===== src/rtl/ltg_pkg.sv =====
package ltg_pkg;
  localparam int DW      = 16;
  localparam int AW      = 6;
  localparam int POL_BIT = 15;

  localparam int ADR_CTRL = 0;
  localparam int ADR_HPER = 1;
  localparam int ADR_VPER = 2;
  localparam int ADR_AHS  = 3;
  localparam int ADR_AHE  = 4;
  localparam int ADR_AVS  = 5;
  localparam int ADR_AVE  = 6;
  localparam int HS_BASE  = 8;
  localparam int LD_BASE  = 16;
  localparam int FR_BASE  = 32;

  // merge pairs (index from 0)
  localparam int AND_FR = 1;
  localparam int AND_LD = 3;
  localparam int OR_FR  = 2;
  localparam int OR_LD  = 1;
endpackage


===== src/rtl/ltg_regfile.sv =====
module ltg_regfile
  import ltg_pkg::*;
#(
  parameter int HW   = 11,
  parameter int VW   = 10,
  parameter int N_HS = 2,
  parameter int N_LD = 4,
  parameter int N_FR = 3
) (
  input  logic                      clk,
  input  logic                      rst_n,
  input  logic                      wr_en,
  input  logic [AW-1:0]             wr_addr,
  input  logic [DW-1:0]             wr_data,
  input  logic [AW-1:0]             rd_addr,
  output logic [DW-1:0]             rd_data,
  output logic                      edge_sel,
  output logic                      and_en,
  output logic                      or_en,
  output logic [HW-1:0]             hper,
  output logic [VW-1:0]             vper,
  output logic [HW-1:0]             act_hs,
  output logic [HW-1:0]             act_he,
  output logic [VW-1:0]             act_vs,
  output logic [VW-1:0]             act_ve,
  output logic [N_HS-1:0][HW-1:0]   hs_pos,
  output logic [N_HS-1:0]           hs_pol,
  output logic [N_LD-1:0][HW-1:0]   ld_lead,
  output logic [N_LD-1:0][HW-1:0]   ld_trail,
  output logic [N_LD-1:0]           ld_pol,
  output logic [N_FR-1:0][VW-1:0]   fr_lead,
  output logic [N_FR-1:0][VW-1:0]   fr_trail,
  output logic [N_FR-1:0]           fr_pol
);

  wire unused_wr = ^wr_data;

  always_ff @(posedge clk or negedge rst_n) begin
    if (!rst_n) begin
      edge_sel <= 1'b0;
      and_en   <= 1'b0;
      or_en    <= 1'b0;
      hper     <= '0;
      vper     <= '0;
      act_hs   <= '0;
      act_he   <= '0;
      act_vs   <= '0;
      act_ve   <= '0;
    end else if (wr_en) begin
      case (wr_addr)
        AW'(ADR_CTRL): begin
          edge_sel <= wr_data[0];
          and_en   <= wr_data[1];
          or_en    <= wr_data[2];
        end
        AW'(ADR_HPER): hper   <= wr_data[HW-1:0];
        AW'(ADR_VPER): vper   <= wr_data[VW-1:0];
        AW'(ADR_AHS):  act_hs <= wr_data[HW-1:0];
        AW'(ADR_AHE):  act_he <= wr_data[HW-1:0];
        AW'(ADR_AVS):  act_vs <= wr_data[VW-1:0];
        AW'(ADR_AVE):  act_ve <= wr_data[VW-1:0];
        default: ;
      endcase
    end
  end

  for (genvar i = 0; i < N_HS; i++) begin : g_hs
    always_ff @(posedge clk or negedge rst_n) begin
      if (!rst_n) begin
        hs_pos[i] <= '0;
        hs_pol[i] <= 1'b0;
      end else if (wr_en && wr_addr == AW'(HS_BASE + i)) begin
        hs_pos[i] <= wr_data[HW-1:0];
        hs_pol[i] <= wr_data[POL_BIT];
      end
    end
  end

  for (genvar i = 0; i < N_LD; i++) begin : g_ld
    always_ff @(posedge clk or negedge rst_n) begin
      if (!rst_n) begin
        ld_lead[i]  <= '0;
        ld_trail[i] <= '0;
        ld_pol[i]   <= 1'b0;
      end else if (wr_en) begin
        if (wr_addr == AW'(LD_BASE + 2*i)) begin
          ld_lead[i] <= wr_data[HW-1:0];
          ld_pol[i]  <= wr_data[POL_BIT];
        end
        if (wr_addr == AW'(LD_BASE + 2*i + 1))
          ld_trail[i] <= wr_data[HW-1:0];
      end
    end
  end

  for (genvar i = 0; i < N_FR; i++) begin : g_fr
    always_ff @(posedge clk or negedge rst_n) begin
      if (!rst_n) begin
        fr_lead[i]  <= '0;
        fr_trail[i] <= '0;
        fr_pol[i]   <= 1'b0;
      end else if (wr_en) begin
        if (wr_addr == AW'(FR_BASE + 2*i)) begin
          fr_lead[i] <= wr_data[VW-1:0];
          fr_pol[i]  <= wr_data[POL_BIT];
        end
        if (wr_addr == AW'(FR_BASE + 2*i + 1))
          fr_trail[i] <= wr_data[VW-1:0];
      end
    end
  end

  logic [DW-1:0] rd_next;

  always_comb begin
    rd_next = '0;
    case (rd_addr)
      AW'(ADR_CTRL): rd_next[2:0]    = {or_en, and_en, edge_sel};
      AW'(ADR_HPER): rd_next[HW-1:0] = hper;
      AW'(ADR_VPER): rd_next[VW-1:0] = vper;
      AW'(ADR_AHS):  rd_next[HW-1:0] = act_hs;
      AW'(ADR_AHE):  rd_next[HW-1:0] = act_he;
      AW'(ADR_AVS):  rd_next[VW-1:0] = act_vs;
      AW'(ADR_AVE):  rd_next[VW-1:0] = act_ve;
      default: ;
    endcase
    for (int i = 0; i < N_HS; i++) begin
      if (rd_addr == AW'(HS_BASE + i)) begin
        rd_next[HW-1:0]    = hs_pos[i];
        rd_next[POL_BIT]   = hs_pol[i];
      end
    end
    for (int i = 0; i < N_LD; i++) begin
      if (rd_addr == AW'(LD_BASE + 2*i)) begin
        rd_next[HW-1:0]  = ld_lead[i];
        rd_next[POL_BIT] = ld_pol[i];
      end
      if (rd_addr == AW'(LD_BASE + 2*i + 1))
        rd_next[HW-1:0] = ld_trail[i];
    end
    for (int i = 0; i < N_FR; i++) begin
      if (rd_addr == AW'(FR_BASE + 2*i)) begin
        rd_next[VW-1:0]  = fr_lead[i];
        rd_next[POL_BIT] = fr_pol[i];
      end
      if (rd_addr == AW'(FR_BASE + 2*i + 1))
        rd_next[VW-1:0] = fr_trail[i];
    end
  end

  always_ff @(posedge clk or negedge rst_n) begin
    if (!rst_n) rd_data <= '0;
    else        rd_data <= rd_next;
  end

  // a period write lands on the next edge
  assert_hper_write_R1: assert property (@(posedge clk) disable iff (!rst_n)
    (wr_en && wr_addr == AW'(ADR_HPER)) |=> (hper == $past(wr_data[HW-1:0])));

endmodule


===== src/rtl/ltg_counters.sv =====
module ltg_counters #(
  parameter int HW = 11,
  parameter int VW = 10
) (
  input  logic          clk,
  input  logic          rst_n,
  input  logic [HW-1:0] hper,
  input  logic [VW-1:0] vper,
  output logic [HW-1:0] hcnt,
  output logic [VW-1:0] vcnt
);

  logic [HW-1:0] hlast;
  logic [VW-1:0] vlast;
  logic          hwrap;
  logic          vwrap;

  assign hlast = hper - 1'b1;
  assign vlast = vper - 1'b1;
  assign hwrap = (hcnt >= hlast);
  assign vwrap = (vcnt >= vlast);

  always_ff @(posedge clk or negedge rst_n) begin
    if (!rst_n) begin
      hcnt <= '0;
      vcnt <= '0;
    end else if (hwrap) begin
      hcnt <= '0;
      vcnt <= vwrap ? '0 : vcnt + 1'b1;
    end else begin
      hcnt <= hcnt + 1'b1;
    end
  end

  // a count at or past the last position returns to zero
  assert_hwrap_R2: assert property (@(posedge clk) disable iff (!rst_n)
    (hcnt >= hper - 1'b1) |=> (hcnt == '0));

  // the line count holds between horizontal wraps
  assert_line_hold_R3: assert property (@(posedge clk) disable iff (!rst_n)
    (hcnt < hper - 1'b1) |=> $stable(vcnt));

endmodule


===== src/rtl/ltg_window.sv =====
module ltg_window #(
  parameter int W = 11
) (
  input  logic [W-1:0] cnt,
  input  logic [W-1:0] lead,
  input  logic [W-1:0] trail,
  output logic         hit
);
  assign hit = (cnt >= lead) && (cnt < trail);
endmodule


===== src/rtl/ltg_out_stage.sv =====
module ltg_out_stage #(
  parameter int N = 10
) (
  input  logic         clk,
  input  logic         rst_n,
  input  logic         edge_sel,
  input  logic [N-1:0] d,
  output logic [N-1:0] q
);

  logic [N-1:0] rise_q;
  logic [N-1:0] fall_q;

  always_ff @(posedge clk or negedge rst_n) begin
    if (!rst_n) rise_q <= '0;
    else        rise_q <= d;
  end

  always_ff @(negedge clk or negedge rst_n) begin
    if (!rst_n) fall_q <= '0;
    else        fall_q <= rise_q;
  end

  assign q = edge_sel ? fall_q : rise_q;

  // the falling-edge copy has caught up by every rising edge
  assert_fall_copy_R11: assert property (@(posedge clk) disable iff (!rst_n)
    fall_q == rise_q);

endmodule


===== src/rtl/lcd_timing_gen.sv =====
module lcd_timing_gen
  import ltg_pkg::*;
#(
  parameter int HW   = 11,
  parameter int VW   = 10,
  parameter int N_HS = 2,
  parameter int N_LD = 4,
  parameter int N_FR = 3
) (
  input  logic            clk,
  input  logic            rst_n,
  input  logic            wr_en,
  input  logic [AW-1:0]   wr_addr,
  input  logic [DW-1:0]   wr_data,
  input  logic [AW-1:0]   rd_addr,
  output logic [DW-1:0]   rd_data,
  output logic [N_HS-1:0] hstart_o,
  output logic [N_LD-1:0] hload_o,
  output logic [N_FR-1:0] vframe_o,
  output logic            active_o
);

  localparam int NOUT = N_HS + N_LD + N_FR + 1;

  logic                    edge_sel, and_en, or_en;
  logic [HW-1:0]           hper, act_hs, act_he, hcnt;
  logic [VW-1:0]           vper, act_vs, act_ve, vcnt;
  logic [N_HS-1:0][HW-1:0] hs_pos;
  logic [N_HS-1:0]         hs_pol;
  logic [N_LD-1:0][HW-1:0] ld_lead, ld_trail;
  logic [N_LD-1:0]         ld_pol;
  logic [N_FR-1:0][VW-1:0] fr_lead, fr_trail;
  logic [N_FR-1:0]         fr_pol;

  ltg_regfile #(.HW(HW), .VW(VW), .N_HS(N_HS), .N_LD(N_LD), .N_FR(N_FR)) u_regs (
    .clk(clk), .rst_n(rst_n), .wr_en(wr_en), .wr_addr(wr_addr), .wr_data(wr_data),
    .rd_addr(rd_addr), .rd_data(rd_data), .edge_sel(edge_sel), .and_en(and_en),
    .or_en(or_en), .hper(hper), .vper(vper), .act_hs(act_hs), .act_he(act_he),
    .act_vs(act_vs), .act_ve(act_ve), .hs_pos(hs_pos), .hs_pol(hs_pol),
    .ld_lead(ld_lead), .ld_trail(ld_trail), .ld_pol(ld_pol),
    .fr_lead(fr_lead), .fr_trail(fr_trail), .fr_pol(fr_pol)
  );

  ltg_counters #(.HW(HW), .VW(VW)) u_cnt (
    .clk(clk), .rst_n(rst_n), .hper(hper), .vper(vper), .hcnt(hcnt), .vcnt(vcnt)
  );

  logic [N_HS-1:0] hs_hit;
  logic [N_LD-1:0] ld_hit;
  logic [N_FR-1:0] fr_hit;
  logic [N_FR-1:0] fr_mix;

  for (genvar i = 0; i < N_HS; i++) begin : g_hs
    assign hs_hit[i] = (hcnt == hs_pos[i]);
  end

  for (genvar i = 0; i < N_LD; i++) begin : g_ld
    ltg_window #(.W(HW)) u_win (
      .cnt(hcnt), .lead(ld_lead[i]), .trail(ld_trail[i]), .hit(ld_hit[i])
    );
  end

  for (genvar i = 0; i < N_FR; i++) begin : g_fr
    ltg_window #(.W(VW)) u_win (
      .cnt(vcnt), .lead(fr_lead[i]), .trail(fr_trail[i]), .hit(fr_hit[i])
    );
    if (i == AND_FR) begin : g_and
      assign fr_mix[i] = and_en ? (fr_hit[i] & ld_hit[AND_LD]) : fr_hit[i];
    end else if (i == OR_FR) begin : g_or
      assign fr_mix[i] = or_en ? (fr_hit[i] | ld_hit[OR_LD]) : fr_hit[i];
    end else begin : g_plain
      assign fr_mix[i] = fr_hit[i];
    end
  end

  logic act_hit;
  assign act_hit = (hcnt >= act_hs) && (hcnt < act_he) &&
                   (vcnt >= act_vs) && (vcnt < act_ve);

  logic [NOUT-1:0] out_d, out_q;
  assign out_d = {act_hit, fr_mix ^ fr_pol, ld_hit ^ ld_pol, hs_hit ^ hs_pol};

  ltg_out_stage #(.N(NOUT)) u_out (
    .clk(clk), .rst_n(rst_n), .edge_sel(edge_sel), .d(out_d), .q(out_q)
  );

  assign hstart_o = out_q[N_HS-1:0];
  assign hload_o  = out_q[N_HS +: N_LD];
  assign vframe_o = out_q[N_HS+N_LD +: N_FR];
  assign active_o = out_q[NOUT-1];

  // with an empty window the registered load output holds its idle level
  assert_empty_load_R5: assert property (@(posedge clk) disable iff (!rst_n)
    (!edge_sel && $stable(ld_trail[0]) && $stable(ld_lead[0]) && $stable(ld_pol[0]) &&
     ld_trail[0] <= ld_lead[0]) |=> (hload_o[0] == ld_pol[0]));

endmodule


===== config.mk =====
export PLATFORM = sky130hd
export DESIGN_NAME = lcd_timing_gen
export DESIGN_NICKNAME = d
export VERILOG_FILES = /design/src/rtl/ltg_pkg.sv /design/src/rtl/ltg_regfile.sv /design/src/rtl/ltg_counters.sv /design/src/rtl/ltg_window.sv /design/src/rtl/ltg_out_stage.sv /design/src/rtl/lcd_timing_gen.sv
export SDC_FILE = /design/constraint.sdc
export NUM_CORES = 1
export LEC_CHECK = 0
export BUFFER_PORTS_ARGS = -buffer_cell sky130_fd_sc_hd__buf_2
export CELL_PAD_IN_SITES_DETAIL_PLACEMENT = 0
export CELL_PAD_IN_SITES_GLOBAL_PLACEMENT = 2
export CORE_ASPECT_RATIO = 2
export CORE_MARGIN = 2
export CORE_UTILIZATION = 35
export DETAILED_ROUTE_END_ITERATION = 7
export GPL_ROUTABILITY_DRIVEN = 1
export GPL_TIMING_DRIVEN = 0
export PLACE_DENSITY = 0.71
export SKIP_LAST_GASP = 1
export SLEW_MARGIN = 20
export SYNTH_ARGS = -nofsm -noshare
export SYNTH_HDL_FRONTEND = slang
export SYNTH_SLANG_ARGS = --single-unit

===== constraint.sdc =====
create_clock -name clk -period 6.59 [get_ports clk]
set_input_delay 0.3295 -clock clk [delete_from_list [all_inputs] [get_ports clk]]
set_output_delay 0.3295 -clock clk [all_outputs]
set_load 0.05 [all_outputs]

Yosys cells after proc, flatten, opt, wreduce, memory -nomap -nowiden
Index checks and enable logic that the tools add are counted.
{ "word_totals": {"elab_cells": 182, "in_bits": 31, "register_bits": 298} }
{ "op_classes": {"add_sub_neg": 4, "bitwise": 5, "n_mux": 33, "eq_ne": 46, "n_lt_le_gt_ge": 20, "reduce_logical": 35} }
{ "op_table": {"columns": ["op", "count"], "rows": [
  ["$mux 11", 11],
  ["$eq 6x5->1 const B", 16],
  ["$mux 10", 8],
  ["$eq 6x6->1 const B", 12],
  ["$ge 11x11->1", 6],
  ["$lt 11x11->1", 5],
  ["$ge 10x10->1", 5],
  ["$pmux 7 s6", 1],
  ["$reduce_and 2->1", 21],
  ["$lt 10x10->1", 4],
  ["$eq 6x3->1 const B", 6],
  ["$eq 6x2->1 const B", 4],
  ["$eq 6x4->1 const B", 4],
  ["$eq 11x11->1", 2],
  ["$pmux 3 s7", 1],
  ["$eq 6x1->1 const B", 2],
  ["$logic_and 1x1->1", 12],
  ["$logic_not 6->1", 2],
  ["$add 11x1->11 const B", 1],
  ["$mux 1", 11],
  ["$sub 11x1->11 const B", 1],
  ["$add 10x1->10 const B", 1],
  ["$sub 10x1->10 const B", 1],
  ["$xor 4x4->4", 1],
  ["5 further kinds", 5]
]} }

Depth between registers and ports, before layout
{ "logic_depth": {"word_depth": 18, "ltp_mapped": 13, "depth_no_buf": 12} }

Modules after synthesis
Synthesis repeated with hierarchy kept, for this count alone.
{ "unflattened": {"cells_unflattened": 1876, "area_unflattened_um2": 19467.4} }
{ "by_module_without_submodules": {"columns": ["module", "cells_per_inst", "instances", "area_per_inst_um2"], "rows": [
  ["ltg_regfile", 994, 1, 12248.0],
  ["ltg_counters", 194, 1, 1736.7],
  ["ltg_window at g_fr[0].u_win ...", 65, 3, 466.7],
  ["lcd_timing_gen", 172, 1, 1326.3],
  ["ltg_window at g_ld[0].u_win ...", 74, 2, 536.8],
  ["ltg_window at g_ld[2].u_win ...", 71, 2, 510.5],
  ["ltg_out_stage", 31, 1, 661.9]
]} }

==> reports/summary.log <==
qor: outcome.outcome complete, no violations
qor: timing.setup_viol_count_final 0
qor: yosys.count_of_flip_flops_with_a_built_in_enable_after_synthesis 0
qor: timing.skew 20.86 ps
qor: yosys.synth-async-reset-ratio 1.000
qor: global_routing.grt-ovfl-total 0
qor: setup_path.timing.rr.end u_cnt.hcnt[5]
qor: setup_path.crit_chain mux2_2 > buf_2
qor: timing.hold_viol 0
qor: setup_path.cpMaxStageDelayCell sky130_fd_sc_hd__dfrtn_1
qor: route.drt-wirelength-per-cell 30.38 um
qor: global_routing.antenna_found_initial 2
qor: setup_path.critical_path.endpoint_type primary output
qor: timing.timing_worst_slew_pin_value 1311 ps
qor: setup_path.r2r.worst_path.cells 10
qor: die.die_h 333.3 um
qor: clocking.cts.clk_slew.worst_paths 70 ps
qor: yosys.seq_area_frac_synth 0.3930
qor: setup_path.criticalPathCategory reg -> out
qor: route.drt_iter0_drc 1008
qor: setup_path.crit_buf_inv 1
qor: clocking.root_buffer sky130_fd_sc_hd__clkbuf_16
qor: global_routing.grt_first_pass_wirelength 116.0 mm
qor: setup_path.highest_cell_delay_on_the_worst_timing_path 320 ps
qor: global_routing.grt_pass1_vias 16177
qor: yosys.post_synthesis_cell_count 1878
qor: power.power_per_cell_area 302.2 nW/um^2
qor: finish.filler_cell_count 5301
qor: place.dpl.hpwl 62.03 mm
qor: global_routing.grt_use_total 0.2902
qor: setup_path.cp_max_fo 1
qor: finish.layoutNonFillerInstCount 2662
qor: min_path.min_to u_regs.ld_trail[8]
qor: route.drtPass1Iterations 5
qor: die.floorplan.initialDensity 0.3540
qor: timing.report.final.slew_viol_count 0
qor: route.vias 15624
qor: finish.area.growth.synth_to_final 12.46%
qor: clocking.tritoncts.num_buffers 31
qor: finish.num-nets-final 2205
qor: setup_path.critPathRequiredTime 6260 ps
qor: setup_path.critical_path.top_delay_family flip-flops
qor: finish.final_common_cell sky130_fd_sc_hd__dfrtp_1
qor: finish.mostFrequentLayoutCells sky130_fd_sc_hd__dfrtp_1 (287), sky130_fd_sc_hd__mux2_2 (219), sky130_fd_sc_hd__ha_1 (206)
qor: timing.totalNegativeSetupSlack 0 ps
qor: clocking.clock_path_buffers 3
qor: finish.final_layout_size_suffix_gt1_frac 0.1833
qor: setup_path.startpoint_type register
qor: min_path.hold_wc_startpoint wr_data[8]
qor: clocking.postCtsSetupRepairBufs 0
qor: flow_run.max_cap_violation_count 0
qor: route.drcViolationCount 0
qor: route.route.antenna.remaining_nets 0
qor: min_path.timing.hold.worst_path_depth 2
qor: min_path.worstHoldPathType in -> reg
qor: timing.rsz0062_at_grt false
qor: power.leakage 10.15 nW
qor: timing.timing.slew.headroom 0.1257
qor: yosys.synth_top_area_frac 0.3798
qor: place.dp.cells 2602
qor: setup_path.critical_path.reg2reg.startpoint u_cnt.hcnt[0]
qor: die.die_area 56200 sq um
qor: route.route.detailed.vias_per_inst 5.869
qor: yosys.dominant_register_cell_in_the_synthesized_netlist sky130_fd_sc_hd__dfrtp_1
qor: clocking.clkSinkCount 298
qor: die.num_io_pins 57
qor: yosys.ys.warnings.count 0
qor: clocking.insertion_delay 600 ps
qor: place.gp_congestion 0.9820
qor: die.die_w 168.6 um
qor: die.floorplan.rows 120
qor: route.totalWireLength 80.88 mm
qor: yosys.synth_top_area_cell sky130_fd_sc_hd__dfrtp_1
qor: finish.diodes 0
qor: yosys.ys_top_cells_by_area sky130_fd_sc_hd__dfrtp_1 (38%), sky130_fd_sc_hd__ha_1 (14%), sky130_fd_sc_hd__mux2_2 (13%), sky130_fd_sc_hd__inv_1 (3.8%), sky130_fd_sc_hd__o21ai_0 (3.2%)
qor: die.fp.coreArea 53600 sq um
qor: yosys.syn-mean-instance-area 10.10 sq um
qor: yosys.synth-seq-cells 298
qor: global_routing.grt_max_degree 95
qor: setup_path.timing.critical_path.arrival 4680 ps
qor: clocking.clock_tree.htree_level_count 1
qor: yosys.syn-cell-area 18970 sq um
qor: yosys.synth_cell_type_count 79
qor: place.numPortBuffers 45
qor: power.power.ir.vdd_worst 0.1912 mV
qor: setup_path.timing.reg2reg.setup_slack 2410 ps
qor: clocking.tritoncts built
worst register-to-register path, stage by stage (launching register included):
cell,delay (ps)
sky130_fd_sc_hd__dfrtp_1,500
sky130_fd_sc_hd__clkbuf_1,670
sky130_fd_sc_hd__inv_1,500
sky130_fd_sc_hd__ha_1,420
sky130_fd_sc_hd__nand2b_1,100
sky130_fd_sc_hd__a211oi_1,90
sky130_fd_sc_hd__o311a_1,400
sky130_fd_sc_hd__nor2_1,320
sky130_fd_sc_hd__clkbuf_1,530
sky130_fd_sc_hd__clkbuf_1,420
sky130_fd_sc_hd__nor2_1,110
synth_stat cells, types with 20 or more instances:
| master | n |
|---|---|
| sky130_fd_sc_hd__nor3_1 | 31 |
| sky130_fd_sc_hd__ha_1 | 206 |
| sky130_fd_sc_hd__o21ai_0 | 121 |
| sky130_fd_sc_hd__clkbuf_1 | 67 |
| sky130_fd_sc_hd__xor2_1 | 39 |
| sky130_fd_sc_hd__nand2_1 | 112 |
| sky130_fd_sc_hd__o22ai_1 | 20 |
| sky130_fd_sc_hd__a22oi_1 | 30 |
| sky130_fd_sc_hd__nor2b_1 | 21 |
| sky130_fd_sc_hd__dfrtp_1 | 288 |
| sky130_fd_sc_hd__nand3_1 | 36 |
| sky130_fd_sc_hd__inv_1 | 193 |
| sky130_fd_sc_hd__nor2_1 | 68 |
| sky130_fd_sc_hd__mux2_2 | 219 |
| sky130_fd_sc_hd__a21oi_1 | 76 |
state kept, by name, indices dropped and copies added, names as in the netlist, 12 cells and up:
register / count
u_regs.fr_trail: 30
u_regs.ld_trail: 44
u_regs.rd_data: 12
u_regs.hs_pos: 22
u_regs.ld_lead: 44
u_regs.fr_lead: 30
repair_timing:
action / CTS / global route
gates resized for setup: 0 / 0
hold endpoints to repair: 38 / 0
hold buffers: 4 / 0
endpoints found under the setup margin: 0 / 0
metal layers:
layer,up-vias,share of wire,GRT usage
li1,6935,-,-
met1,7964,0.36,0.3160
met2,518,0.51,0.5207
met3,203,0.037,0.02587
met4,4,0.089,0.2131
met5,-,0.00036,0
kinds of logic (layout without fill, tap and decap cells):
family / count (synthesis) / after routing / share of synthesized area
fa+ha+maj: 206 / 206 / 0.1358
flops: 298 / 298 / 0.3930
xor+xnor: 56 / 56 / 0.02585
buf+inv: 287 / 397 / 0.05922
mux: 231 / 231 / 0.1370
simple gates: 363 / 363 / 0.09780
compound gates: 436 / 436 / 0.1511
other cells: 1 / 4 / 0.0001976
layout make-up:
class	count	area, sq um	share of cell area
Buffer	93	405.4	0.01900
Clock inverter	10	132.6	0.006216
Sequential cell	298	7458	0.3495
Tap cell	671	839.6	0.03935
Inverter	194	728.2	0.03413
Timing Repair Buffer	54	396.6	0.01859
Multi-Input combinational cell	1296	10430	0.4886
Clock buffer	46	952.2	0.04462
worst max-delay path by stage:
| stage | start | endpoint | slack (ps) | cells after the start |
|---|---|---|---|---|
| 3_3_place_gp | rst_n | u_out.fall_q[2] | -3820 | 1 |
| 5_1_grt | u_out.fall_q[7] | vframe_o[1] | 1560 | 2 |
| 2_1_floorplan | u_out.fall_q[9] | active_o | 2280 | 1 |
| 4_1_cts | u_out.fall_q[7] | vframe_o[1] | 1560 | 2 |
| 3_5_place_dp | u_out.fall_q[7] | vframe_o[1] | 2180 | 2 |
| 6_report | u_out.fall_q[7] | vframe_o[1] | 1590 | 2 |
where the power goes:
group	internal (mW)	switching, mW	total [mW]
combinational	0.813	1.15	1.97
sequential	2.11	0.458	2.57
clock	1.11	0.802	1.91
per-stage QoR:
step | cell area [sq um] | utilization | power (mW) | worst slack [ps] | hold slack [ps]
2_1_floorplan | 18980 | - | 3.710 | 2285 | 33.91
3_3_place_gp | 20050 | 0.3740 | 4.486 | -3821 | 486.0
3_5_place_dp | 20210 | 0.3771 | 4.557 | 2183 | 235.6
4_1_cts | 21340 | 0.3980 | 6.489 | 1563 | 15.88
5_1_grt | 21340 | 0.3981 | 6.804 | 1556 | 39.00
6_report | 21340 | 0.3981 | 6.449 | 1585 | 30.48
Note: power is estimated with default switching activity, not from simulation.
